### config.mk
export PLATFORM = sky130hd
export DESIGN_NAME = acpol_steer
export DESIGN_NICKNAME = d
export VERILOG_FILES = /design/src/rtl/acpol_pkg.sv /design/src/rtl/acpol_diff.sv /design/src/rtl/acpol_confirm.sv /design/src/rtl/acpol_seq.sv /design/src/rtl/acpol_route.sv /design/src/rtl/acpol_steer.sv
export SDC_FILE = /design/constraint.sdc
export NUM_CORES = 1
export LEC_CHECK = 0
export BUFFER_PORTS_ARGS = -buffer_cell sky130_fd_sc_hd__buf_2
export CAP_MARGIN = 20
export CORE_MARGIN = 3
export CORE_UTILIZATION = 28
export CTS_CLUSTER_SIZE = 20
export DETAILED_ROUTE_END_ITERATION = 8
export GPL_TIMING_DRIVEN = 0
export PLACE_DENSITY = 0.55
export SETUP_SLACK_MARGIN = 0.5
export SYNTH_ARGS = -nofsm -noshare
export SYNTH_HDL_FRONTEND = slang
export SYNTH_SLANG_ARGS = --single-unit
### constraint.sdc
create_clock -name clk -period 10.3 [get_ports clk]
set_input_delay 2.06 -clock clk [delete_from_list [all_inputs] [get_ports clk]]
set_output_delay 2.06 -clock clk [all_outputs]
set_load 0.1 [all_outputs]
### src/rtl/acpol_pkg.sv
package acpol_pkg;
    typedef enum logic [1:0] {
        CLS_NONE = 2'd0,
        CLS_POS  = 2'd1,
        CLS_NEG  = 2'd2
    } cls_e;

    typedef enum logic [1:0] {
        ST_UNDEF = 2'd0,
        ST_BLANK = 2'd1,
        ST_RUN   = 2'd2
    } seq_e;
endpackage

### src/rtl/acpol_diff.sv
module acpol_diff
    import acpol_pkg::*;
#(
    parameter int SAMPLE_W = 12
) (
    input  logic [SAMPLE_W-1:0] line_code,
    input  logic [SAMPLE_W-1:0] neut_code,
    input  logic [SAMPLE_W-1:0] hyst_thr,
    output cls_e                cls
);
    localparam int DW = SAMPLE_W + 1;

    logic signed [DW-1:0] diff;
    logic signed [DW-1:0] thr_pos;
    logic signed [DW-1:0] thr_neg;

    always_comb begin
        diff    = $signed({1'b0, line_code}) - $signed({1'b0, neut_code});
        thr_pos = $signed({1'b0, hyst_thr});
        thr_neg = -thr_pos;
        if (diff > thr_pos)      cls = CLS_POS;
        else if (diff < thr_neg) cls = CLS_NEG;
        else                     cls = CLS_NONE;
    end
endmodule

### src/rtl/acpol_confirm.sv
module acpol_confirm
    import acpol_pkg::*;
#(
    parameter int CNT_W = 8
) (
    input  logic             clk,
    input  logic             rst_n,
    input  logic             smp_vld,
    input  logic             hold,
    input  logic             known,
    input  logic             cur_pol,
    input  cls_e             cls,
    input  logic [CNT_W-1:0] confirm_n,
    output logic             confirm,
    output logic             new_pol
);
    typedef struct packed {
        logic [CNT_W-1:0] cnt;
        logic             dir;
    } run_t;

    run_t             run_d, run_q;
    logic [CNT_W:0]   need;
    logic [CNT_W:0]   nxt;
    logic             sdir;
    logic             opp;

    always_comb begin
        run_d   = run_q;
        confirm = 1'b0;
        new_pol = run_q.dir;
        need    = (confirm_n == '0) ? (CNT_W+1)'(1) : {1'b0, confirm_n};
        sdir    = (cls == CLS_POS);
        opp     = (cls != CLS_NONE) && (!known || (sdir != cur_pol));
        nxt     = (CNT_W+1)'(1);
        if (smp_vld) begin
            if (hold) begin
                run_d.cnt = '0;
            end else if (opp) begin
                if ((run_q.cnt != '0) && (run_q.dir == sdir))
                    nxt = {1'b0, run_q.cnt} + (CNT_W+1)'(1);
                run_d.dir = sdir;
                if (nxt >= need) begin
                    confirm   = 1'b1;
                    new_pol   = sdir;
                    run_d.cnt = '0;
                end else begin
                    run_d.cnt = nxt[CNT_W-1:0];
                end
            end else begin
                run_d.cnt = '0;
            end
        end
    end

    always_ff @(posedge clk) begin
        if (!rst_n) run_q <= '0;
        else        run_q <= run_d;
    end
endmodule

### src/rtl/acpol_seq.sv
module acpol_seq
    import acpol_pkg::*;
#(
    parameter int BLANK_W = 8
) (
    input  logic               clk,
    input  logic               rst_n,
    input  logic               smp_vld,
    input  logic               confirm,
    input  logic               new_pol,
    input  logic [BLANK_W-1:0] blank_n,
    output logic               run,
    output logic               hold,
    output logic               known,
    output logic               pol_pos,
    output logic               pol_valid
);
    typedef struct packed {
        seq_e               st;
        logic               pol;
        logic               pend;
        logic [BLANK_W-1:0] bcnt;
        logic               valid;
    } seq_t;

    seq_t seq_d, seq_q;

    always_comb begin
        seq_d = seq_q;
        if (smp_vld) begin
            if (seq_q.st == ST_BLANK) begin
                if (seq_q.bcnt <= BLANK_W'(1)) begin
                    seq_d.st    = ST_RUN;
                    seq_d.pol   = seq_q.pend;
                    seq_d.valid = 1'b1;
                    seq_d.bcnt  = '0;
                end else begin
                    seq_d.bcnt = seq_q.bcnt - BLANK_W'(1);
                end
            end else if (confirm) begin
                if (blank_n == '0) begin
                    seq_d.st    = ST_RUN;
                    seq_d.pol   = new_pol;
                    seq_d.valid = 1'b1;
                end else begin
                    seq_d.st   = ST_BLANK;
                    seq_d.pend = new_pol;
                    seq_d.bcnt = blank_n;
                end
            end
        end
    end

    always_ff @(posedge clk) begin
        if (!rst_n) begin
            seq_q.st    <= ST_UNDEF;
            seq_q.pol   <= 1'b0;
            seq_q.pend  <= 1'b0;
            seq_q.bcnt  <= '0;
            seq_q.valid <= 1'b0;
        end else begin
            seq_q <= seq_d;
        end
    end

    assign run       = (seq_q.st == ST_RUN);
    assign hold      = (seq_q.st == ST_BLANK);
    assign known     = (seq_q.st == ST_RUN);
    assign pol_pos   = seq_q.pol;
    assign pol_valid = seq_q.valid;
endmodule

### src/rtl/acpol_route.sv
module acpol_route (
    input  logic run,
    input  logic pol,
    input  logic pwm_duty,
    input  logic pwm_comp,
    output logic gate_fast_hi,
    output logic gate_fast_lo,
    output logic gate_slow_pos,
    output logic gate_slow_neg
);
    always_comb begin
        gate_fast_hi  = 1'b0;
        gate_fast_lo  = 1'b0;
        gate_slow_pos = 1'b0;
        gate_slow_neg = 1'b0;
        if (run) begin
            if (pol) begin
                gate_fast_lo  = pwm_duty;
                gate_fast_hi  = pwm_comp;
                gate_slow_pos = 1'b1;
            end else begin
                gate_fast_hi  = pwm_duty;
                gate_fast_lo  = pwm_comp;
                gate_slow_neg = 1'b1;
            end
        end
    end
endmodule

### src/rtl/acpol_steer.sv
module acpol_steer
    import acpol_pkg::*;
#(
    parameter int SAMPLE_W = 12,
    parameter int CNT_W    = 8,
    parameter int BLANK_W  = 8
) (
    input  logic                clk,
    input  logic                rst_n,
    input  logic                smp_vld,
    input  logic [SAMPLE_W-1:0] line_code,
    input  logic [SAMPLE_W-1:0] neut_code,
    input  logic [SAMPLE_W-1:0] hyst_thr,
    input  logic [CNT_W-1:0]    confirm_n,
    input  logic [BLANK_W-1:0]  blank_n,
    input  logic                pwm_duty,
    input  logic                pwm_comp,
    output logic                gate_fast_hi,
    output logic                gate_fast_lo,
    output logic                gate_slow_pos,
    output logic                gate_slow_neg,
    output logic                pol_pos,
    output logic                pol_valid
);
    cls_e cls;
    logic confirm, new_pol, run, hold, known;

    acpol_diff #(.SAMPLE_W(SAMPLE_W)) u_diff (
        .line_code(line_code), .neut_code(neut_code),
        .hyst_thr(hyst_thr), .cls(cls)
    );

    acpol_confirm #(.CNT_W(CNT_W)) u_confirm (
        .clk(clk), .rst_n(rst_n), .smp_vld(smp_vld), .hold(hold),
        .known(known), .cur_pol(pol_pos), .cls(cls),
        .confirm_n(confirm_n), .confirm(confirm), .new_pol(new_pol)
    );

    acpol_seq #(.BLANK_W(BLANK_W)) u_seq (
        .clk(clk), .rst_n(rst_n), .smp_vld(smp_vld), .confirm(confirm),
        .new_pol(new_pol), .blank_n(blank_n), .run(run), .hold(hold),
        .known(known), .pol_pos(pol_pos), .pol_valid(pol_valid)
    );

    acpol_route u_route (
        .run(run), .pol(pol_pos), .pwm_duty(pwm_duty), .pwm_comp(pwm_comp),
        .gate_fast_hi(gate_fast_hi), .gate_fast_lo(gate_fast_lo),
        .gate_slow_pos(gate_slow_pos), .gate_slow_neg(gate_slow_neg)
    );
endmodule

==> results.md <==
* Status: complete, no violations
* Comb power frac at 0.490
* Max-slew headroom at 0.586
* FF-to-FF setup slack at 6.16 ns
* Worst Hold End: u_seq.pol_valid
* Diodes inserted at 0
* Mapped cell area at 3070 sq um
* H-tree level count at 1
* Simple-gate area share of the yosys netlist at 0.222
* Cells after Synth at 414
* R2r startpoint: u_confirm.run_q[1]
* CP Max Fanout at 10
* Pre-CTS WS at 2.01 ns
* Setup crit start kind: primary input
* Hold Crit Class: register to register
* Via count at 3136
* Mean post-synth cell area at 7.42 sq um
* Total gr overflow at 0
* Critical path arrival at 8.14 ns
* RSZ-0062 raised after global routing: no
* Switching fraction of total power at 0.388
* Vias per inst at 5.10
* Yosys cell types at 59
* Setup TNS at 0 ns
* Fin crit period at 7.99 ns
* Number of synthesized flops with an enable pin at 0
* Internal at 171 uW
* Crit-path max cell delay at 0.56 ns
* WP data required at 10.45 ns
* Worst-path clk slew at 0.08 ns
* Main combinational cell family by area after synthesis: compound AO/OA/AOI/OAI gates
* Core box area at 10500 sq um
* Flop pwr share at 0.314
* Total Nets Final at 588
* Final ANT Viol Nets at 0
* Hold Crit Start: u_seq.pol_valid
* Adder-Cell Fraction of Synth Area at 0.206
* Max-cap viol count at 0
* Design area at 3590 sq um
* Worst setup margin at 2.31 ns
* Clock Power Share at 0.196
* DR iter-0 viols at 201
* Commonest non-fill, non-tap cell in the layout: buf_2
* Layout cell share with drive strength beyond 1 at 0.165
* Yosys warning count at 0
* Synth Area in Compound Gates at 0.282
* Vias in the first global route at 3022
* Post-DP HPWL at 6.59 mm
* CTS Buf Count at 3
* Max VDD drop at 0.0343 mV
* DIE HEIGHT at 111 um
* Placer Congestion at 0.860
* First-pass GRT wire length at 13.1 mm
* Leak at 1.74 nW
* Nature of the critical path endpoint: register
* TritonRoute pass-1 iters at 4
* Largest net degree at the start of global routing at 12
* Clock skew at 0.00814 ns
* Cell area reported after detailed placement at 3550 sq um
* Post-CTS Resized at 0
* Switch Pwr at 109 uW
* CP dominant cell by count: a21oi_1
* # hold bufs at CTS at 0
* Io pins at 63
* Top_reg_cell synth: dfxtp_1
* Die area at 12300 sq um
* Syn_nets at 521
* Crit path max-delay family: compound AO/OA/AOI/OAI gates
* Layout area overhead at 17.0%
* FF-to-FF End: u_seq.seq_q[2]
* GRT Util Overall at 0.123
* Mux cell area share after synthesis at 0.00489
* Clock sink count at 22
* Longest Clk Path Bufs at 2
* Slowest cell on crit path: o311ai_0
* CP bufs+invs at 4
* Register area share after synthesis at 0.143
* I/O Buffers at 62
* CTS tree: built
* Post-synthesis register bit count at 22
* Setup Buffers After CTS at 0
* Fraction of registers with async set or reset after synthesis at 0
* Root buffer cell: clkbuf_8
* Final setup viols at 0
* Hold path depth at 1
* Die W at 111 um
* FF-to-FF path depth at 16
* Initial antenna violation count at 0
* FMAX at 125 MHz
* Crit Path Class: primary input to register
* Commonest non-fill, non-tap cells in the layout: buf_2, inv_1, ha_1
* Worst-skew pair later-pin latency at 0.27 ns
* Routed WL at 7.83 mm
* Initial core utilization at 0.292
* Max Slew Vio Count at 0
* Final Hold Fails at 0
* Drt drc at 0
* Worst slew pin tran at 0.614 ns
* Xor and xnor area share after synthesis at 0.0652
* PwrDens at 77.9 nW/um^2
* Final period util at 0.775
* Row Count at 37
* Detailed-route wire length per cell at 12.7 um
[cell type report]
cell class              instances  area [sq um]
multi-input cells             330          2400
well taps                     136           170
clock buffers                   3          41.3
fillers                      1109          6920
flip-flops and latches         22           440
inverters                      53           199
plain buffers                   9          36.3
repair buffers                 62           310
[logic make-up after synthesis]
| family | count (synthesis) |
|---|---|
| xor gates and xnor gates | 22 |
| muxes | 1 |
| buffers and inverters | 62 |
| adders and majority gates | 50 |
| AOI/OAI and AO/OA | 125 |
| and+or+nand+nor | 132 |
| DFF | 22 |
[stage by stage]
| step | std cells | hold WS [ns] | util | power [mW] |
|---|---|---|---|---|
| 5_1_grt | 615 | 0.496 | 0.342 | 0.304 |
| 4_1_cts | 615 | 0.487 | 0.342 | 0.284 |
| 2_1_floorplan | 414 | 0.467 | - | 0.188 |
| 3_3_place_gp | 612 | 0.454 | 0.338 | 0.224 |
| 6_report | 615 | 0.497 | 0.342 | 0.280 |
| 3_5_place_dp | 612 | 0.457 | 0.338 | 0.227 |
[cell usage after synthesis, drive strengths merged (4+ instances only)]
cell type  count  area share
nand2         25       0.031
a21oi         28       0.046
inv           53       0.065
nor2          36       0.044
a211oi         8       0.023
and3           7       0.014
clkbuf         7      0.0086
a21o           5       0.012
nor3          10       0.016
xnor2         18       0.054
nor4           9       0.018
ha            49        0.20
o21ai         20       0.033
a31oi         10       0.020
nand3          8       0.013
nand4          7       0.014
nand2b        10       0.020
o31ai         13       0.032
nor2b          4      0.0081
dfxtp         22        0.14
xor2           4       0.011
a21boi         4      0.0098
o21a           9       0.022
[power by group through the flow]
stage	Combinational [mW]	Clock, mW	Sequential [mW]
after global routing	0.157	0.0593	0.0881
after floorplan	0.0987	0	0.0895
after CTS	0.139	0.0573	0.0878
after detailed placement	0.138	0	0.0899
after global placement	0.135	0	0.0898
final	0.137	0.0548	0.0879
[worst max-delay path by stage]
stage                             from              end  depth (start not counted)
after floorplan           neut_code[1]  u_seq.seq_q[12]                         27
after global placement    neut_code[1]   u_seq.seq_q[8]                         29
after detailed placement  neut_code[1]   u_seq.seq_q[5]                         29
after CTS                 neut_code[1]   u_seq.seq_q[8]                         29
after global routing      neut_code[1]   u_seq.seq_q[1]                         29
final                     neut_code[1]   u_seq.seq_q[2]                         29
[state kept, by name, summed over array words and instances, names as in the netlist]
name             flops
u_seq.seq_q         11
u_confirm.run_q      9
u_seq.pol_pos        1
u_seq.pol_valid      1
[per-layer routing]
| layer | vias up | part of all wire | global-route usage |
|---|---|---|---|
| met5 | - | 0 | 0 |
| met4 | 0 | 0.0078 | 0.0213 |
| met3 | 7 | 0.043 | 0.0158 |
| met2 | 67 | 0.48 | 0.217 |
| met1 | 1417 | 0.47 | 0.161 |
| li1 | 1645 | - | - |
[worst register-to-register path: cells and delay by family (launching register included)]
kind / cells / cell delay, ns
AOI/OAI and AO/OA: 7 / 1.26
adders and majority gates: 2 / 0.45
buffers and inverters: 3 / 0.44
muxes: 1 / 0.35
and+or+nand+nor: 3 / 1.19
DFF: 1 / 0.35
Note: power is estimated with default switching activity, not from simulation.
